`config.mk`:
```
export PLATFORM = sky130hd
export DESIGN_NAME = disp_chain_loader
export DESIGN_NICKNAME = d
export VERILOG_FILES = /design/src/rtl/dl_pkg.sv /design/src/rtl/dl_timer.sv /design/src/rtl/dl_stream.sv /design/src/rtl/disp_chain_loader.sv
export SDC_FILE = /design/constraint.sdc
export NUM_CORES = 1
export LEC_CHECK = 0
export BUFFER_PORTS_ARGS = -buffer_cell sky130_fd_sc_hd__buf_2
export CORE_MARGIN = 5
export CORE_UTILIZATION = 50
export CTS_CLUSTER_SIZE = 28
export DETAILED_ROUTE_END_ITERATION = 8
export PLACE_DENSITY = 0.77
export SETUP_SLACK_MARGIN = 0.1
export SLEW_MARGIN = 0
export SYNTH_ARGS = -nofsm -noshare
export SYNTH_HDL_FRONTEND = slang
export SYNTH_HIERARCHICAL = 1
export SYNTH_SLANG_ARGS = --single-unit
```
`constraint.sdc`:
```
create_clock -name clk -period 3.4 [get_ports clk]
set_clock_uncertainty 0.05 [all_clocks]
set_input_delay 0.68 -clock clk [delete_from_list [all_inputs] [get_ports clk]]
set_output_delay 0.68 -clock clk [all_outputs]
set_load 0.01 [all_outputs]
```
`src/rtl/dl_pkg.sv`:
```
package dl_pkg;

    typedef enum logic [2:0] {
        ST_RST,
        ST_IDLE,
        ST_RSSU,
        ST_CESU,
        ST_LO,
        ST_HI,
        ST_CEHOLD,
        ST_RSHOLD
    } dl_state_e;

    typedef enum logic [1:0] {
        PH_INIT_DOT,
        PH_INIT_CW,
        PH_USER
    } dl_phase_e;

    typedef struct packed {
        logic rst_n;
        logic ce_n;
        logic sclk;
    } dl_pins_t;

    localparam dl_pins_t PINS_RESET = '{rst_n: 1'b0, ce_n: 1'b1, sclk: 1'b0};

    // Word 1 keeps only its select bit and its two low configuration bits.
    function automatic logic [7:0] ctrl_clean(input logic [7:0] w);
        return w[7] ? {1'b1, 5'b00000, w[1:0]} : w;
    endfunction

    // Word 0 with the wake bit set and the requested brightness.
    function automatic logic [7:0] cw0_word(input logic [5:0] b);
        return {1'b0, 1'b1, b};
    endfunction

endpackage

```
`src/rtl/dl_timer.sv`:
```
module dl_timer #(
    parameter int W    = 16,
    parameter int INIT = 0
) (
    input  logic         clk,
    input  logic         rst,
    input  logic         load,
    input  logic [W-1:0] val,
    output logic         zero
);
    logic [W-1:0] cnt;

    always_ff @(posedge clk) begin
        if (rst)
            cnt <= W'(INIT);
        else if (load)
            cnt <= val;
        else if (cnt != '0)
            cnt <= cnt - W'(1);
    end

    assign zero = (cnt == '0);
endmodule

```
`src/rtl/dl_stream.sv`:
```
module dl_stream #(
    parameter int FRAME_BITS = 320,
    parameter int ROWS       = 8,
    parameter int IDXW       = 9
) (
    input  logic [FRAME_BITS-1:0] frame_i,
    input  logic [7:0]            byte_i,
    input  logic                  is_ctrl,
    input  logic [IDXW-1:0]       idx,
    output logic                  bit_o
);
    localparam int NCOLS = FRAME_BITS / ROWS;

    logic [FRAME_BITS-1:0] shown;

    // The bottom row of every column has no LED: send it as zero.
    for (genvar g = 0; g < NCOLS; g++) begin : g_col
        assign shown[g*ROWS +: ROWS] = frame_i[g*ROWS +: ROWS] & {{(ROWS-1){1'b1}}, 1'b0};
    end

    assign bit_o = is_ctrl ? byte_i[3'd7 - idx[2:0]] : shown[idx];
endmodule

```
`src/rtl/disp_chain_loader.sv`:
```
module disp_chain_loader
    import dl_pkg::*;
#(
    parameter int NCHIP    = 2,
    parameter int CELLS    = 4,
    parameter int COLS     = 5,
    parameter int ROWS     = 8,
    parameter int RST_LEN  = 8,
    parameter int RS_SETUP = 2,
    parameter int RS_HOLD  = 2,
    parameter int CE_SETUP = 3,
    parameter int CLK_HI   = 4,
    parameter int CLK_LO   = 4
) (
    input  logic                               clk,
    input  logic                               rst,
    input  logic                               start,
    input  logic                               op_ctrl,
    input  logic [NCHIP*CELLS*COLS*ROWS-1:0]   frame_in,
    input  logic [7:0]                         ctrl_in,
    input  logic [5:0]                         bright_in,
    output logic                               disp_rst_n,
    output logic                               rs,
    output logic                               ce_n,
    output logic                               sclk,
    output logic                               din,
    output logic                               busy,
    output logic                               done
);
    localparam int FRAME_BITS = NCHIP * CELLS * COLS * ROWS;
    localparam int IDXW       = $clog2(FRAME_BITS + 1);
    localparam int TW         = 16;

    dl_state_e             st, st_n;
    dl_phase_e             ph;
    dl_pins_t              pins_q, pins_n;
    logic [IDXW-1:0]       idx, last_idx, ctrl_last;
    logic [FRAME_BITS-1:0] frame_q;
    logic [7:0]            byte_q;
    logic                  rs_q, is_ctrl_q, sim_q, done_q;
    logic                  go_init_dot, go_init_cw, go_user, finish;
    logic                  tmr_load, tmr_zero;
    logic [TW-1:0]         tmr_val;

    assign ctrl_last = sim_q ? IDXW'(7) : IDXW'(NCHIP*8 - 1);

    always_comb begin
        st_n        = st;
        go_init_dot = 1'b0;
        go_init_cw  = 1'b0;
        go_user     = 1'b0;
        finish      = 1'b0;
        unique case (st)
            ST_RST:    if (tmr_zero) begin go_init_dot = 1'b1; st_n = ST_RSSU; end
            ST_IDLE:   if (start) begin go_user = 1'b1; st_n = ST_RSSU; end
            ST_RSSU:   if (tmr_zero) st_n = ST_CESU;
            ST_CESU:   if (tmr_zero) st_n = ST_LO;
            ST_LO:     if (tmr_zero) st_n = ST_HI;
            ST_HI:     if (tmr_zero) st_n = (idx == last_idx) ? ST_CEHOLD : ST_LO;
            ST_CEHOLD: if (tmr_zero) st_n = ST_RSHOLD;
            ST_RSHOLD: if (tmr_zero) begin
                if (ph == PH_INIT_DOT) begin
                    go_init_cw = 1'b1;
                    st_n       = ST_RSSU;
                end else begin
                    finish = 1'b1;
                    st_n   = ST_IDLE;
                end
            end
            default:   st_n = ST_IDLE;
        endcase
    end

    always_comb begin
        unique case (st_n)
            ST_RSSU:   tmr_val = TW'(RS_SETUP - 1);
            ST_CESU:   tmr_val = TW'(CE_SETUP - 1);
            ST_LO:     tmr_val = TW'(CLK_LO - 1);
            ST_HI:     tmr_val = TW'(CLK_HI - 1);
            ST_CEHOLD: tmr_val = TW'(CLK_HI - 1);
            ST_RSHOLD: tmr_val = TW'(RS_HOLD - 1);
            default:   tmr_val = '0;
        endcase
        tmr_load     = (st_n != st);
        pins_n.rst_n = (st_n != ST_RST);
        pins_n.ce_n  = !(st_n inside {ST_CESU, ST_LO, ST_HI});
        pins_n.sclk  = (st_n inside {ST_HI, ST_CEHOLD});
    end

    dl_timer #(.W(TW), .INIT(RST_LEN - 1)) u_timer (
        .clk  (clk),
        .rst  (rst),
        .load (tmr_load),
        .val  (tmr_val),
        .zero (tmr_zero)
    );

    always_ff @(posedge clk) begin
        if (rst) begin
            st        <= ST_RST;
            ph        <= PH_INIT_DOT;
            pins_q    <= PINS_RESET;
            rs_q      <= 1'b0;
            is_ctrl_q <= 1'b0;
            sim_q     <= 1'b0;
            done_q    <= 1'b0;
            idx       <= '0;
            last_idx  <= '0;
            frame_q   <= '0;
            byte_q    <= '0;
        end else begin
            st     <= st_n;
            pins_q <= pins_n;
            done_q <= finish;
            if (st == ST_HI && st_n == ST_LO)
                idx <= idx + IDXW'(1);
            if (go_init_dot) begin
                ph        <= PH_INIT_DOT;
                rs_q      <= 1'b0;
                is_ctrl_q <= 1'b0;
                sim_q     <= 1'b0;
                frame_q   <= '0;
                idx       <= '0;
                last_idx  <= IDXW'(FRAME_BITS - 1);
            end
            if (go_init_cw) begin
                ph        <= PH_INIT_CW;
                rs_q      <= 1'b1;
                is_ctrl_q <= 1'b1;
                byte_q    <= cw0_word(bright_in);
                idx       <= '0;
                last_idx  <= ctrl_last;
            end
            if (go_user) begin
                ph        <= PH_USER;
                rs_q      <= op_ctrl;
                is_ctrl_q <= op_ctrl;
                idx       <= '0;
                if (op_ctrl) begin
                    byte_q   <= ctrl_clean(ctrl_in);
                    last_idx <= ctrl_last;
                end else begin
                    frame_q  <= frame_in;
                    last_idx <= IDXW'(FRAME_BITS - 1);
                end
            end
            if (finish && is_ctrl_q && byte_q[7])
                sim_q <= byte_q[0];
        end
    end

    dl_stream #(.FRAME_BITS(FRAME_BITS), .ROWS(ROWS), .IDXW(IDXW)) u_stream (
        .frame_i (frame_q),
        .byte_i  (byte_q),
        .is_ctrl (is_ctrl_q),
        .idx     (idx),
        .bit_o   (din)
    );

    assign disp_rst_n = pins_q.rst_n;
    assign ce_n       = pins_q.ce_n;
    assign sclk       = pins_q.sclk;
    assign rs         = rs_q;
    assign busy       = (st != ST_IDLE);
    assign done       = done_q;
endmodule

```
# --- After elaboration in Yosys (flattened, before gate mapping) ---
# Index checks and enable logic that the tools add are counted.
totals:
  out_inout_bits: 7
  register_bits: 373
classes:
  eq_ne: 16
  n_reduce_logical: 19
  addsub: 3
  mux: 48
  order_cmp: 2
op_table:
  columns: ["cell", "n"]
  rows:
  - ["$mux W320", 3]
  - ["$mux W9", 4]
  - ["$mux W16", 2]
  - ["$mux W8", 4]
  - ["$eq A3 B3 Y1 const B", 8]
  - ["$mux W3", 8]
  - ["$pmux W3 S8", 1]
  - ["$mux W1", 17]
  - ["$logic_not A16 Y1", 1]
  - ["$reduce_bool A16 Y1", 1]
  - ["$sub A16 B1 Y16 const B", 1]
  - ["$eq A3 B2 Y1 const B", 4]
  - ["$lt A9 B10 Y1 const B", 1]
  - ["$mux W2", 5]
  - ["$add A9 B1 Y9 const B", 1]
  - ["$bmux W1 S9", 1]
  - ["$eq A9 B9 Y1", 1]
  - ["$reduce_bool A3 Y1", 3]
  - ["$reduce_bool A2 Y1", 4]
  - ["$pmux W2 S3", 1]
  - ["$lt A3 B4 Y1 const B", 1]
  - ["$mux W4", 1]
  - ["$reduce_or A2 Y1", 2]
  - ["$reduce_or A4 Y1", 1]
  - ["other kinds (10)", 12]

# --- Longest topological paths before layout ---
# Gate-level depths: netlist (run 1).
logic_depth:
  depth_word: 8
  ltp_mapped: 14

# --- Modules after synthesis ---
# The synthesis (run 1) kept the hierarchy.
modules_own_cells:
  columns: ["module", "n_inst", "cells_per_inst", "seq_area_each_um2", "area_each_um2"]
  rows:
  - ["disp_chain_loader", 1, 1606, 7026.7, 12957.4]
  - ["dl_stream", 1, 266, 0.0, 2755.1]
  - ["dl_timer", 1, 94, 320.3, 915.9]

# --- Worst setup path before layout (run 1) ---
# No wires, ideal clock.
synth_path:
  path_kind: "flip-flop to flip-flop"
  startpoint: "reg u_timer.cnt[0]"
  endpoint: "reg u_timer.cnt[12]"
  path_slack_ps: 201
  arrival_ps: 3024
  required_time_ps: 3225
  period_less_slack_ps: 3199
  stages_incl_launch_ff: 14
  setup_ps: 125
  path_cell_list: "dfxtp_1 -> inv_1 -> ha_1 -> nor3b_4 -> nand4b_4 -> nor3_4 -> nand4b_4 -> or4_4 -> o22a_1 -> a21oi_1 -> clkbuf_1 -> and3b_2 -> a21oi_1 -> o32ai_1"
synth_via:
  elab_chain_cells: 5
  elab_cells_between_ends: 15
  cone_classes: "add/sub (1); eq/ne (1); mux (10); reduce/logical (3)"
synth_lines:
  columns: ["element", "line", "source"]
  rows:
  - ["from (decl)", "dl_timer.sv:11", "logic [W-1:0] cnt;"]
  - ["from (signal assigned)", "dl_timer.sv:15", "cnt <= W'(INIT);"]
  - ["from (signal assigned)", "dl_timer.sv:17", "cnt <= val;"]
  - ["from (signal assigned)", "dl_timer.sv:19", "cnt <= cnt - W'(1);"]
  - ["$logic_not A16 Y1 (*)", "dl_timer.sv:22", "assign zero = (cnt == '0);"]
  - ["net tmr_zero", "disp_chain_loader.sv:42", "logic tmr_load, tmr_zero;"]
  - ["$mux W3 (tied with other cells)", "disp_chain_loader.sv:61", "ST_RSHOLD: if (tmr_zero) begin"]
  - ["$pmux W3 S8 (*)", "disp_chain_loader.sv:53", "unique case (st)"]
  - ["$ne A3 B3 Y1 (*)", "disp_chain_loader.sv:84", "tmr_load = (st_n != st);"]
  - ["net tmr_load", "disp_chain_loader.sv:42", null]
  - ["$mux W16 or $reduce_bool A2 Y1 (tied branches)", null, null]
# The timed path passes the listed nets; every way through them passes the cells marked *. The select of a mux whose other input is x is not followed.
# A chain may end at the register's enable or synchronous reset.

# --- Final worst setup path (run 1) ---
layout_path:
  startpoint: "reg idx[1]"
  endpoint: "out din"
layout_via:
  elab_chain_cells: 4
  elab_cells_between_ends: 6
  cone_classes: "add/sub (1); mux (5)"
layout_lines:
  columns: ["element", "line", "source"]
  rows:
  - ["from (decl)", "disp_chain_loader.sv:37", "logic [IDXW-1:0] idx, last_idx, ctrl_last;"]
  - ["from (signal assigned)", "disp_chain_loader.sv:116", "idx <= idx + IDXW'(1);"]
  - ["parallel branches: the longest is 3 deep, another holds $bmux W1 S9", null, null]
  - ["$mux W1 (*)", "dl_stream.sv:21", "assign bit_o = is_ctrl ? byte_i[3'd7 - idx[2:0]] : shown[idx];"]
  - ["to (decl)", "disp_chain_loader.sv:26", "output logic din,"]
# Mark *: on every way between the ends. The select of a mux whose other input is x is not followed.

==> results.cfg, run 1 <==
[global_routing]
grt.total_usage = 0.250
grt_max_degree = 151
grt_pass1_vias = 13579
grt_pass1_wl_mm = 69.8
overflow = 0
antenna_found_initial = 0

[yosys]
syn_inst = 1806
syn_area_um2 = 15300
ys_warn_count = 6
syn-mean-instance-area_um2 = 8.46

[job]
cap_violations = 0

[worst_hold_path]
hold_class = input port to register
hold_start = frame_in[45]

[setup_path]
crit_chain = buf_12, buf_12, mux4_2, mux2i_1, nor3_1, a211oi_2, or4_4, a211o_1, a221oi_4, buf_2
crit_top_cell = buf_12
path_class = register to output pin
startpoint_type = register
slowest_delay_ps = 490
critical_path.startpoint = idx[1]$_SDFFE_PP0P_
endpoint_kind = output pin
r2r_start = u_timer/cnt[0]$_SDFFE_PP1P_
arrival_ps = 3180
crit_path_top_delay_cell = or4_4
cp_num_buf_inv = 3
cp_data_required_time_ps = 2670
worstPathMaxFanout = 5
critPathTopFamily = compound AO/OA/AOI/OAI gates

[route]
postRouteAntennaNets = 0
drt_iter0_markers = 1165
drtPass1Iterations = 7
routed_wl_mm = 45.1
num_vias = 14341
drc_errors = 0
routedWlPerCell_um = 18.3
routed_via_density = 5.83

[timing]
hold_violations = 0
worst_pin_slew_ps = 945
holdWs_ps = 347
final_max_slew_viol_count = 0
post-route-min-period_ps = 3910
rsz0062_at_grt = true
setup_violations = 1
max_freq_ghz = 0.256
timing.slew.headroom = 0.370
fin_ws_ps = -506
tns_ps = -506
period_share = 1.15

[power]
total_power_mw = 8.01
p_per_area_nw_per_um2 = 434
peakVddDrop_mv = 0.319
p_leak_nw = 6.61

[clocking]
cts-root-buf = clkbuf_16
hold_buffers = 0
clockBufferDepth = 3
cts_made_buffers = 36
clock_sinks = 327
clk_latency_ps = 510
cts_tree = done
htreeDepth = 2
clk_pin_slew_worst_paths_ps = 60

[layout]
final.fill_count = 2588
antenna_cells = 0
fin_area_um2 = 18400
nets = 2379
final_cells = 2461
final_util = 0.608
syn_to_final_growth_pct = 20.8
final_cell_mix = nand2_1 (324), dfxtp_1 (324), a21oi_1 (309)
layout-drive-gt1-share = 0.270

[run_status]
status = finished with violations
violations = negative setup slack

[placement]
io_buffers = 304
numPlacedInstances = 2385
dpl_worst_slack_ps = -211
dpl.hpwl_mm = 30.8
place.gp.congestion = 0.829
dpl_cell_area_um2 = 17000

[floorplanning]
fp.dieW_um = 185
initial_core_util = 0.503
die_h_um = 185
core_um2 = 30300
rows = 64
dieArea_um2 = 34100
io_pins = 345
==> worst reg2reg max path: stages (launching register included) <==
cell	delay, ps
dfxtp_1	320
inv_1	90
ha_1	190
nor3b_4	280
nand4b_4	170
nor3_4	250
nand4b_4	130
or4_4	530
o22a_1	280
a21oi_2	210
and3b_2	230
a21oi_1	110
o32ai_1	90
==> layout make-up <==
cell class,instances,area [µm²],area share
Sequential cell,327,6560,0.355
Clock inverter,8,76.3,0.00414
Timing Repair Buffer,372,2260,0.123
Clock buffer,56,1110,0.0600
Multi-Input combinational cell,1294,7920,0.429
Tap cell,396,495,0.0269
Inverter,8,31.3,0.00170
==> path summary, 6_finish.rpt <==
check / to / slack (ps) / depth (start not counted)
worst max register to register: u_timer/cnt[12]$_SDFFE_PP0P_ / 310 / 12
worst max-delay path: din / -510 / 10
worst min register to register: frame_q[131]$_SDFF_PP0_ / 410 / 2
worst min-delay path: frame_q[45]$_SDFF_PP0_ / 350 / 3
==> timing repair <==
item                       CTS  global route
resized for setup            9            18
buffers inserted             6             6
setup endpoints to repair    1            16
hold endpoints to repair     0             0
pin swaps                    4             6
==> layer usage <==
layer | vias to the layer above | wire [µm] | track usage
li1 | 6888 | - | -
met1 | 6846 | 18800 | 0.337
met2 | 514 | 22000 | 0.417
met3 | 93 | 2990 | 0.0369
met4 | 0 | 1370 | 0.0755
met5 | - | 0 | 0
==> report_power, final <==
group          internal [mW]  switching, mW  total [mW]
Clock                   2.32           1.54        3.86
Sequential              3.84        0.00794        3.84
Combinational          0.148          0.163       0.311
Total                   6.30           1.71        8.01
==> flip-flops by register name, summed over array words and instances (netlist names) <==
| register | cells |
|---|---|
| frame_q | 280 |
| u_timer/cnt | 16 |
| idx | 9 |
| byte_q | 8 |
| last_idx | 3 |
| st | 3 |
| ph | 2 |
| ce_n | 1 |
| disp_rst_n | 1 |
| done | 1 |
| is_ctrl_q | 1 |
| sclk | 1 |
| sim_q | 1 |
(Power assumes the default switching activity.)
==> run 2: changes to the inputs <==
Settings changed: BUFFER_PORTS_ARGS -buffer_cell sky130_fd_sc_hd__buf_2 to default, CORE_UTILIZATION 50 to 58, DONT_BUFFER_PORTS from default to 1, PLACE_DENSITY 0.77 to 0.76, REMOVE_ABC_BUFFERS from default to 1.
==> results.cfg, run 2 (synthesis gave the netlist of run 1 again) <==
[clocking]
cts_made_buffers = 36
clockBufferDepth = 3
clk_pin_slew_worst_paths_ps = 60
hold_buffers = 0
cts_tree = done
clk_latency_ps = 500
htreeDepth = 2
cts-root-buf = clkbuf_16
clock_sinks = 327

[route]
num_vias = 13269
drt_iter0_markers = 1440
routedWlPerCell_um = 20.1
drtPass1Iterations = 5
routed_via_density = 6.34
drc_errors = 0
routed_wl_mm = 42.0
postRouteAntennaNets = 0

[power]
p_per_area_nw_per_um2 = 456
p_switching_mw = 1.52
p_int_mw = 6.12
p_leak_nw = 5.36
clockPowerShare = 0.489
peakVddDrop_mv = 0.518
swShare = 0.199
combPwrFrac = 0.007
seqPwrFrac = 0.503
total_power_mw = 7.64

[setup_path]
r2r-end = u_timer/cnt[12]$_SDFFE_PP0P_
startpoint_type = register
path_class = register to output pin
critPathTopFamily = compound AO/OA/AOI/OAI gates
crit_path_top_delay_cell = or4_1
endpoint_kind = output pin
r2r_start = u_timer/cnt[0]$_SDFFE_PP1P_
worstPathMaxFanout = 9
critical_path.startpoint = idx[1]$_SDFFE_PP0P_
arrival_ps = 3070
cp_data_required_time_ps = 2670
rr_worst_depth = 12
crit_chain = buf_12, mux4_2, mux2i_2, nor3_2, a211oi_1, or4_1, a211o_1, a221oi_2, buf_4
regToRegSetupSlack_ps = 350
slowest_delay_ps = 490
cp_num_buf_inv = 2

[timing]
fin_ws_ps = -400
period_share = 1.12
hold_violations = 0
worst_pin_slew_ps = 937
max_freq_ghz = 0.263
setup_violations = 1
rsz0062_at_grt = true
final_max_slew_viol_count = 0
post-route-min-period_ps = 3800
timing.slew.headroom = 0.375

[layout]
final_cells = 2093
final.fill_count = 2172
nets = 2078
final_cell_mix = nand2_1 (324), dfxtp_1 (324), a21oi_1 (309)
final_util = 0.645
fin_area_um2 = 16700
largest_reg_flops = 280
largest_register = frame_q
layout-drive-gt1-share = 0.141
biggestRegsByFlops = frame_q (280), u_timer/cnt (16), idx (9)
syn_to_final_growth_pct = 9.63

[worst_hold_path]
hold_class = input port to register
hold_start = rst
min_path_cells = 1
holdPathEnd = frame_q[53]$_SDFF_PP0_

[placement]
numPlacedInstances = 2022
dpl.hpwl_mm = 27.8
place.gp.congestion = 0.829
dpl_cell_area_um2 = 15400
io_buffers = 0

[floorplanning]
initial_core_util = 0.588
rows = 59
die_h_um = 172
fp.dieW_um = 172
io_pins = 345
dieArea_um2 = 29700
core_um2 = 26000

[job]
cap_violations = 0

[global_routing]
grt.total_usage = 0.267
grt_pass1_wl_mm = 64.3
overflow = 0
grt_max_degree = 310
antenna_found_initial = 4
grt_pass1_vias = 12599

[run_status]
status = finished with violations
violations = negative setup slack
-- run 2: changes by cell type in the layout (fill, tap and decap cells not counted), sizes merged --
cell / before / now
clkinv: 7 / 5
buf: 372 / 69
clkbuf: 56 / 52
diode: 0 / 3
inv: 8 / 6
bufbuf: 0 / 1
-- run 2: metal layers --
| layer | track usage | part of all wire | vias to the layer above |
|---|---|---|---|
| met1 | 0.354 | 0.40 | 6324 |
| met5 | 0 | 0.00048 | - |
| met3 | 0.0537 | 0.085 | 85 |
| met2 | 0.434 | 0.48 | 588 |
| li1 | - | - | 6270 |
| met4 | 0.102 | 0.031 | 2 |
-- run 2: power by group through the flow --
| stage | Combinational (mW) | Sequential, mW | Clock [mW] |
|---|---|---|---|
| final | 0.0555 | 3.84 | 3.74 |
| after global routing | 0.0613 | 3.84 | 3.95 |
| after CTS | 0.0549 | 3.84 | 3.80 |
| after detailed placement | 0.0548 | 3.93 | 0 |
| after global placement | 0.0538 | 3.93 | 0 |
| after floorplan | 0.0453 | 3.93 | 0 |
-- run 2: through the flow --
step	setup TNS [ps]	hold slack, ps	setup slack [ps]
floorplan	-1972940	359	-6930
global placement	0	393	71.1
detailed placement	0	401	69.2
CTS	-405	194	-405
global route	-469	202	-469
finish	-400	228	-400
-- run 2: area by class of cell --
cell class,instances,area (µm²),area share
Inverter,8,30.0,0.00179
Clock inverter,4,45.0,0.00269
Antenna cell,3,7.51,0.000448
Sequential cell,327,6560,0.391
Multi-Input combinational cell,1294,7870,0.470
Clock buffer,51,1080,0.0644
Timing Repair Buffer,71,741,0.0442
Tap cell,335,419,0.0250
-- run 2: how the worst max path moves through the flow --
stage,to,slack (ps),cells after the start
after floorplan,frame_q[100]$_SDFF_PP0_,-6930,4
after global placement,din,70,10
after detailed placement,din,70,11
after CTS,din,-400,10
after global routing,din,-470,9
final,din,-400,9
-- run 2: what timing repair did --
item / in CTS / in global routing
setup buffers: 8 / 3
pin swaps: 6 / 2
gates cloned: 1 / 1
gates resized for setup: 9 / 14
setup endpoints to repair: 1 / 16
